File: config.mk
export PLATFORM = sky130hd
export DESIGN_NAME = gg_transient_filter
export DESIGN_NICKNAME = d
export VERILOG_FILES = /design/src/rtl/gg_pkg.sv /design/src/rtl/gg_delay_line.sv /design/src/rtl/gg_tap_mux.sv /design/src/rtl/gg_celement.sv /design/src/rtl/gg_transient_filter.sv
export SDC_FILE = /design/constraint.sdc
export NUM_CORES = 1
export LEC_CHECK = 0
export BUFFER_PORTS_ARGS = -buffer_cell sky130_fd_sc_hd__buf_2
export CORE_AREA = 2 2 39 41
export DETAILED_ROUTE_END_ITERATION = 10
export DIE_AREA = 0 0 41 43
export GPL_TIMING_DRIVEN = 0
export SLEW_MARGIN = 20
export SYNTH_ARGS = -nofsm -noshare
export SYNTH_HDL_FRONTEND = slang
export SYNTH_SLANG_ARGS = --single-unit
File: constraint.sdc
create_clock -name clk -period 2.4 [get_ports clk]
set_input_delay 0.12 -clock clk [delete_from_list [all_inputs] [get_ports clk]]
set_output_delay 0.12 -clock clk [all_outputs]
set_load 0.01 [all_outputs]
File: src/rtl/gg_pkg.sv
package gg_pkg;

  localparam int GG_SEL_W = 3;

  typedef enum logic [GG_SEL_W-1:0] {
    GG_SEL_BYPASS = 3'd0,
    GG_SEL_SHORT  = 3'd1,
    GG_SEL_MID    = 3'd2,
    GG_SEL_LONG   = 3'd3,
    GG_SEL_FULL   = 3'd4
  } gg_sel_e;

  // Number of delay stages chosen by a tap code; codes above FULL saturate.
  function automatic int gg_stages(input logic [GG_SEL_W-1:0] code,
                                   input int s_short, input int s_mid,
                                   input int s_long, input int s_full);
    case (code)
      GG_SEL_BYPASS: return 0;
      GG_SEL_SHORT:  return s_short;
      GG_SEL_MID:    return s_mid;
      GG_SEL_LONG:   return s_long;
      default:       return s_full;
    endcase
  endfunction

endpackage

File: src/rtl/gg_delay_line.sv
module gg_delay_line #(
  parameter int DEPTH = 12
) (
  input  logic             clk,
  input  logic             rst,
  input  logic             din,
  output logic [DEPTH-1:0] taps
);

  // taps[k] holds din as it was k+1 ticks ago
  always_ff @(posedge clk) begin
    if (rst) taps[0] <= 1'b0;
    else     taps[0] <= din;
  end

  generate
    for (genvar k = 1; k < DEPTH; k++) begin : g_stage
      always_ff @(posedge clk) begin
        if (rst) taps[k] <= 1'b0;
        else     taps[k] <= taps[k-1];
      end
    end
  endgenerate


  line_clear_chk: assert property (@(posedge clk) rst |=> (taps == '0));

endmodule

File: src/rtl/gg_tap_mux.sv
module gg_tap_mux
  import gg_pkg::*;
#(
  parameter int DEPTH   = 12,
  parameter int S_SHORT = 3,
  parameter int S_MID   = 5,
  parameter int S_LONG  = 8
) (
  input  logic                din,
  input  logic [DEPTH-1:0]    taps,
  input  logic [GG_SEL_W-1:0] sel,
  output logic                ref_out
);

  int n_stages;

  always_comb begin
    n_stages = gg_stages(sel, S_SHORT, S_MID, S_LONG, DEPTH);
    ref_out  = din;  // zero stages: the reference is the live input
    for (int k = 0; k < DEPTH; k++) begin
      if (n_stages == k + 1) ref_out = taps[k];
    end
  end

endmodule

File: src/rtl/gg_celement.sv
module gg_celement (
  input  logic clk,
  input  logic rst,
  input  logic a,
  input  logic b,
  output logic y
);

  logic held_q;

  always_comb y = (a == b) ? a : held_q;

  always_ff @(posedge clk) begin
    if (rst) held_q <= 1'b0;
    else     held_q <= y;
  end


  agree_move_chk: assert property (@(posedge clk) disable iff (rst)
    (y != $past(y)) |-> (a == b));


  state_clear_chk: assert property (@(posedge clk) rst |=> (held_q == 1'b0));

endmodule

File: src/rtl/gg_transient_filter.sv
module gg_transient_filter
  import gg_pkg::*;
#(
  parameter int DEPTH   = 12,
  parameter int S_SHORT = 3,
  parameter int S_MID   = 5,
  parameter int S_LONG  = 8
) (
  input  logic                clk,
  input  logic                rst,
  input  logic                din,
  input  logic [GG_SEL_W-1:0] tap_sel,
  output logic                dout
);

  logic [DEPTH-1:0] line_taps;
  logic             ref_bit;

  gg_delay_line #(.DEPTH(DEPTH)) u_line (
    .clk  (clk),
    .rst  (rst),
    .din  (din),
    .taps (line_taps)
  );

  gg_tap_mux #(
    .DEPTH   (DEPTH),
    .S_SHORT (S_SHORT),
    .S_MID   (S_MID),
    .S_LONG  (S_LONG)
  ) u_mux (
    .din     (din),
    .taps    (line_taps),
    .sel     (tap_sel),
    .ref_out (ref_bit)
  );

  gg_celement u_guard (
    .clk (clk),
    .rst (rst),
    .a   (din),
    .b   (ref_bit),
    .y   (dout)
  );


  bypass_pass_chk: assert property (@(posedge clk) disable iff (rst)
    (tap_sel == GG_SEL_BYPASS) |-> (dout == din));


  move_to_din_chk: assert property (@(posedge clk) disable iff (rst)
    (dout != $past(dout)) |-> (dout == din));


  steady_hold_chk: assert property (@(posedge clk) disable iff (rst)
    (dout == din) ##1 $stable(din) |-> $stable(dout));

endmodule

* Yosys cells after proc, flatten, opt, wreduce, memory -nomap -nowiden
Cells that the tools add are included.
Word-level totals: flip-flop bits (word level) 13, output and inout bits 1, logic and storage cells 44
Operators by class: equality and inequality tests 16, mux-type cells 14, reductions and logical operators 1
Operator list (count):
- $eq A4 B4 Y1 const B | 5
- $eq A4 B3 Y1 const B | 4
- $pmux W4 S4 | 1
- $mux W1 | 13
- $eq A4 B2 Y1 const B | 2
- $eq A3 B2 Y1 const B | 2
- $eq A4 B1 Y1 const B | 1
- $eq A3 B1 Y1 const B | 1
- $logic_not A3 Y1 | 1
- $eq A1 B1 Y1 | 1

* Depth between registers and ports, before layout
Gate-level depths: netlist of run 1.
depth after elaboration 17, mapped depth 4

* Modules after synthesis
Synthesis of run 1 repeated with hierarchy kept, for this count alone.
Unflattened totals: cell total of the unflattened synthesis 34, area total of the unflattened synthesis 454.2 um^2
By module, submodules not included:
- gg_delay_line | instances 1, cells each 25, area each 366.6 um^2, sequential area each 240.2 um^2
- gg_celement | instances 1, cells each 3, area each 45.0 um^2, sequential area each 20.0 um^2
- gg_tap_mux | instances 1, cells each 6, area each 42.5 um^2, sequential area each 0.0 um^2

* Worst setup path after synthesis of run 1
No wires, ideal clock.
path type reg2reg, start point reg u_line.taps[4], end point reg u_guard.held_q, library setup time 0.127 ns, arrival time 1.013 ns, data required time 2.273 ns, path slack 1.260 ns, stages on the path, launching flop included 5, path through dfxtp_1 mux2i_1 o221ai_2 maj3_2 nor2b_4
On the way: cells in the longest elaborated chain, start to end 10
RTL lines:
- start: declaration | RTL line gg_delay_line.sv:7 | output logic [DEPTH-1:0] taps
- start signal: indexed assignment | RTL line gg_delay_line.sv:20 | else taps[k] <= taps[k-1];
- $mux W1 (8 in a row) | RTL line gg_tap_mux.sv:21 | if (n_stages == k + 1) ref_out = taps[k];
- $eq A1 B1 Y1 | RTL line gg_celement.sv:11 | always_comb y = (a == b) ? a : held_q;
- $mux W1 | RTL line gg_celement.sv:11
- via dout | RTL line gg_transient_filter.sv:13 | output logic dout
- end signal: assignment | RTL line gg_celement.sv:15 | else held_q <= y;
- end: declaration | RTL line gg_celement.sv:9 | logic held_q;
The timed path passes the listed nets, and every way through them passes these cells. A chain may end at the register's enable or synchronous reset.

* Worst setup path in the final report of run 1
start point reg u_line.taps[7], end point out dout
On the way: cells in the longest elaborated chain, start to end 7
RTL lines (RTL line):
- $mux W1 (5 in a row) | gg_tap_mux.sv:21
- $eq A1 B1 Y1 | gg_celement.sv:11
- $mux W1 | gg_celement.sv:11
- end: declaration | gg_transient_filter.sv:13
No other way between the ends.

==> run metrics, run 1 <==
DR WL/cell=8.92 um; RSZ-0062 raised after global routing=no; Synth area leader=dfxtp_1; Worst Path Max Fanout=2; aggregate global routing overflow=0; register bit total from synthesis=13; synth top area cells=dfxtp_1 (63%), nor2b_1 (18%), mux2i_1 (4.8%); # hold bufs at CTS=0; CTS Root Cell=clkbuf_4; Die X=between 40 and 50 um; CTS Buf Count=3; Worst Tran Pin Value=between 400 and 500 ps; first-pass GRT wire length=924 um; static leakage=0.202 nW; commonest non-fill, non-tap cells in the layout=dfxtp_1 (13), nor2b_1 (12), buf_2 (6); placed cells=between 50 and 60; Worst EP arrival=1330 ps; DPL Wire Length=383 um; Fillers=141; CTS Buffer Depth=2; Clock transition at path regs=approximately 80 ps; area growth from synthesis to layout=18.7%; post-synthesis cell area=415 um^2; post-CTS sizing=0; fmax=690 MHz; Startpoint Class=flip-flop; fin nets=51; core area=0.00138 mm^2; min-delay worst type=primary input to flip-flop; # setup viols final=0; via/cell ratio=3.87; syn_area_per_cell=12.2 um^2; post-route setup TNS=0 ps; largest net degree at the start of global routing=11; Std-Cell Rows=14; initial antenna violation count=0; Fin Clk Skew=5.48 ps; period utilization=0.604; clock sink count=13; gr usage total=0.0870; top-area cell type share of the netlist area=0.627; vias in the first global route=240; Synth Warn #=0; most common cell after layout, fill and taps aside=dfxtp_1; Synth Instances=34; final hold violation count=0; WHS Path Cells=2; Routed WL=~540 um; CP Data Required Time=approximately 2300 ps; status=complete, no violations; H-tree depth=1; Cell Area, Placed=465 um^2; Setup CP Type=flip-flop to primary output; design area=493 um^2; multi-input logic area=around 150 um^2; CTS tree=yes; Detail Route Antenna Nets=0; quantity of I/O buffers inserted on ports=6; Starting Density=0.300; drt drc=0; Die Y=43 um; clock latency at the later pin of the worst-skew pair=about 280 ps; via count=232; fin crit period=1450 ps; syn nets=40; Worst R2R Path Depth=4; share of layout cells above drive strength 1=0.295; Pwr Density=around 750 mW/mm^2; sequential share of the synthesized area=0.627; Slew HR=0.689; initial DRC count=0; Post CTS Setup Buffer Count=0; max-slew violations=0; IO Pins=7; Die ar.=approximately 0.0018 mm^2; Crit. End Element=primary output; Finished Layout Cells=60; Final GP Congestion=0.640; post-synth cell types=10; number of max-cap violations=0; TritonRoute pass-1 iters=1; worst ir drop on vdd=between 0.3 and 0.4 mV; antenna fix cells=0; Reg area=260 um^2
==> routing by layer <==
layer / up-vias / track usage / part of all wire
met5: - / 0 / 0
met4: 0 / 0.0800 / 0
met3: 0 / 0.0471 / 0.073
met2: 5 / 0.113 / 0.41
met1: 98 / 0.0954 / 0.51
li1: 129 / - / -
==> cell usage after synthesis (all sizes together) <==
cell / number
nand2: 1
clkbuf: 1
mux2i: 2
dfxtp: 13
maj3: 1
or2: 1
nor2b: 13
nand2b: 1
o221ai: 1
==> worst paths after layout <==
check	from	endpoint	slack, ps
worst max register to register	u_line.taps[7]	u_guard.held_q	1250
worst min-delay path	rst	u_line.taps[10]	40
worst max-delay path	u_line.taps[7]	dout	950
worst min register to register	u_line.taps[3]	u_line.taps[4]	430
==> final cells by class <==
cell class                      count  area share
Clock buffer                        3      0.0457
Tap cell                           16      0.0406
Clock inverter                      1      0.0102
Buffer                              1     0.00761
Sequential cell                    13       0.528
Multi-Input combinational cell     20       0.307
Timing Repair Buffer                6      0.0609
==> state kept, by name (all words and copies together) (netlist names) <==
| name | flops |
|---|---|
| u_guard.held_q | 1 |
| u_line.taps | 12 |
==> critical path, stage by stage, from the launching register on <==
cell      delay (ps)
dfxtp_1          320
mux2i_1          160
o221ai_2         110
maj3_2           320
buf_2            140
==> power by group <==
| group | leakage (nW) | internal, W | switching, W |
|---|---|---|---|
| registers | 0.105 | 0.000218 | 0.000000664 |
| logic | 0.0790 | 0.00000845 | 0.00000858 |
| clock network | 0.0177 | 0.0000618 | 0.0000716 |
==> metrics by stage <==
stage,total power (W),utilization,setup WS (ps),hold slack (ps)
CTS,0.000378,0.356,915,23.2
floorplan,0.000234,-,1260,192
global placement,0.000241,0.336,1230,328
global route,0.000390,0.356,859,20.8
finish,0.000369,0.356,951,37.0
detailed placement,0.000242,0.336,1240,333
==> logic make-up after synthesis <==
family,count (synthesis),synth area share
buffers and inverters,1,0.00903
AND/OR/NAND/NOR,16,0.253
AO/OA/AOI/OAI,1,0.0361
flip-flops,13,0.627
adder cells (fa/ha/maj),1,0.0271
multiplexers,2,0.0482
Power figures use the tool's default switching activity.
==> run 2, diff against run 1 <==
Settings changed: ABC_AREA set to 1.
Clock period 2.4 ns to 1.4 ns, I/O delays scaled along.
==> run 2 against run 1 <==
Net effect: cell count is 35% higher; design area is 5.8% higher; critical path depth increased by 3; non-clock buffer count rose by 1; via count up 33%; worst setup slack lost 700 ps; area after synthesis rose by 4.8%; first-iteration DRC count increased by 5; total power increased by 75%; highest routed layer unchanged.
==> run metrics, run 2 <==
status=complete, no violations; H-tree depth=1; Pwr Density=around 1200 mW/mm^2; period utilization=0.817; number of flops mapped to enable cells by yosys=0; final core utilization=0.377; DPL Wire Length=about 440 um; TritonRoute pass-1 iters=4; delay of the slowest cell on the worst path=320 ps; core area=0.00138 mm^2; Slew HR=0.892; vias in the first global route=between 200 and 300; Starting Density=0.315; antenna fix cells=0; Async S/R FF share, synth=0; CTS tree=yes; top-area cell type share of the netlist area=0.598; most common cell after layout, fill and taps aside=inv_1; Startpoint Class=flip-flop; synth top area cells=dfxtp_1 (60%), inv_1 (13%), nor2_1 (10%); Die Y=43 um; # setup viols final=0; aggregate global routing overflow=0; Top reg by flops=u_line.taps; via count=approximately 310; IO Pins=7; most instantiated cells after synthesis=inv_1 (15), dfxtp_1 (13), nor2_1 (12), nand2_1 (8); Detail Route Antenna Nets=0; max-slew violations=0; commonest non-fill, non-tap cells in the layout=inv_1 (15), dfxtp_1 (13), nor2_1 (12); Final GP Congestion=0.630; RSZ-0062 raised after global routing=no; sequential share of the synthesized area=0.598; post-synthesis cell area=approximately 440 um^2; most numerous cell in the Yosys netlist=inv_1; Setup CP Type=flip-flop to primary output; Crit path depth=7; Worst Tran Pin Value=163 ps; post-synth cell types=10; clock sink count=13; register bit total from synthesis=13; Clock transition at path regs=80 ps; gr usage total=0.0889; leading registers by flop count=u_line.taps (12), u_guard.held_q (1); Worst R2R Path Depth=6; Routed WL=633 um; post-route setup TNS=0 ps; drt drc=0; Crit-path slowest cell=dfxtp_1; fin nets=72; fin crit period=1140 ps; DR WL/cell=7.81 um; area growth from synthesis to layout=19.8%; initial DRC count=5; Crit. End Element=primary output; Synth area leader=dfxtp_1; quantity of I/O buffers inserted on ports=6; min-delay worst type=primary input to flip-flop; initial antenna violation count=0; via/cell ratio=3.80; final hold violation count=0; syn_area_per_cell=8.06 um^2; syn nets=60; CTS Buf Count=3; Worst Path Max Fanout=2; number of max-cap violations=0; Die X=41 um; worst ir drop on vdd=0.502 mV; static leakage=0.242 nW; first-pass GRT wire length=979 um; Worst EP arrival=1070 ps; crit path cell chain=nand2_1, nand3_1, nand2_1, nand2_1, nand2_2, nand2_1, buf_2; top cell family by delay on the critical path=simple AND/OR/NAND/NOR gates; number of flip-flops in the largest register=12; share of layout cells above drive strength 1=0.200; Synth Warn #=0; buffer and inverter count on the worst path=1; Die ar.=0.00176 mm^2; Overall Power=0.000645 W; Std-Cell Rows=14; CP Data Required Time=1330 ps; Fin Clk Skew=approximately 4.4 ps; Finished Layout Cells=81; WHS Path Cells=3; CTS Root Cell=clkbuf_4; clock latency at the later pin of the worst-skew pair=270 ps; Synth Instances=54; largest net degree at the start of global routing=11; fmax=874 MHz; most used cell, CP=nand2_1; CTS Buffer Depth=2; placed cells=76; ys flop type=dfxtp_1
## run 2: cell types whose count changed after synthesis, sizes merged, moves of 2 or more
cell and change:
inv +15, nor2b -13, nor2 +12, nand2 +8, mux2i -2, nand3 +2
## run 2: path summary, 6_finish.rpt
kind             startpoint        endpoint  slack, ps
max          u_line.taps[4]            dout        260
min                     din  u_line.taps[0]         50
max reg2reg  u_line.taps[4]  u_guard.held_q        570
min reg2reg  u_line.taps[1]  u_line.taps[2]        410
## run 2: cell families after synthesis
family                 after synthesis  synth area share
DFF                                 13             0.598
and+or+nand+nor                     23             0.221
buffers and inverters               16             0.141
AOI/OAI and AO/OA                    2            0.0402
## run 2: report_power, final
group	internal (W)	leakage [nW]	switching, W
Clock	0.000110	0.0150	0.000117
Combinational	0.0000184	0.122	0.0000219
Sequential	0.000376	0.105	0.00000233
## run 2: per-layer routing
layer	wire [um]	global-route usage
met1	303	0.0984
met2	302	0.125
met3	27	0.0157
met4	0	0.100
met5	0	0
## run 2: repair_timing
item | 4_1_cts | 5_1_grt
resized for setup | 0 | 0
hold buffers | 1 | 0
buffers inserted | 0 | 0
hold endpoints to repair | 2 | 0
## run 2: worst min-delay path: stages
cell and delay, ps:
buf_2 120, inv_1 50, nor2_1 30
## run 2: per-stage QoR
stage,setup WS [ps],hold WS [ps],instance area (um^2)
after global routing,119,48.0,522
after global placement,546,271,485
after detailed placement,541,271,485
final,256,45.7,522
after floorplan,664,132,435
after CTS,241,46.4,522
## run 2: cell type report
class                           instances  area, um^2
Multi-Input combinational cell         25         114
Buffer                                  1        5.00
Inverter                               15        56.3
Timing Repair Buffer                    7        40.0
Tap cell                               16        20.0
Fill cell                             156         862
Clock buffer                            4        26.3
Sequential cell                        13         260
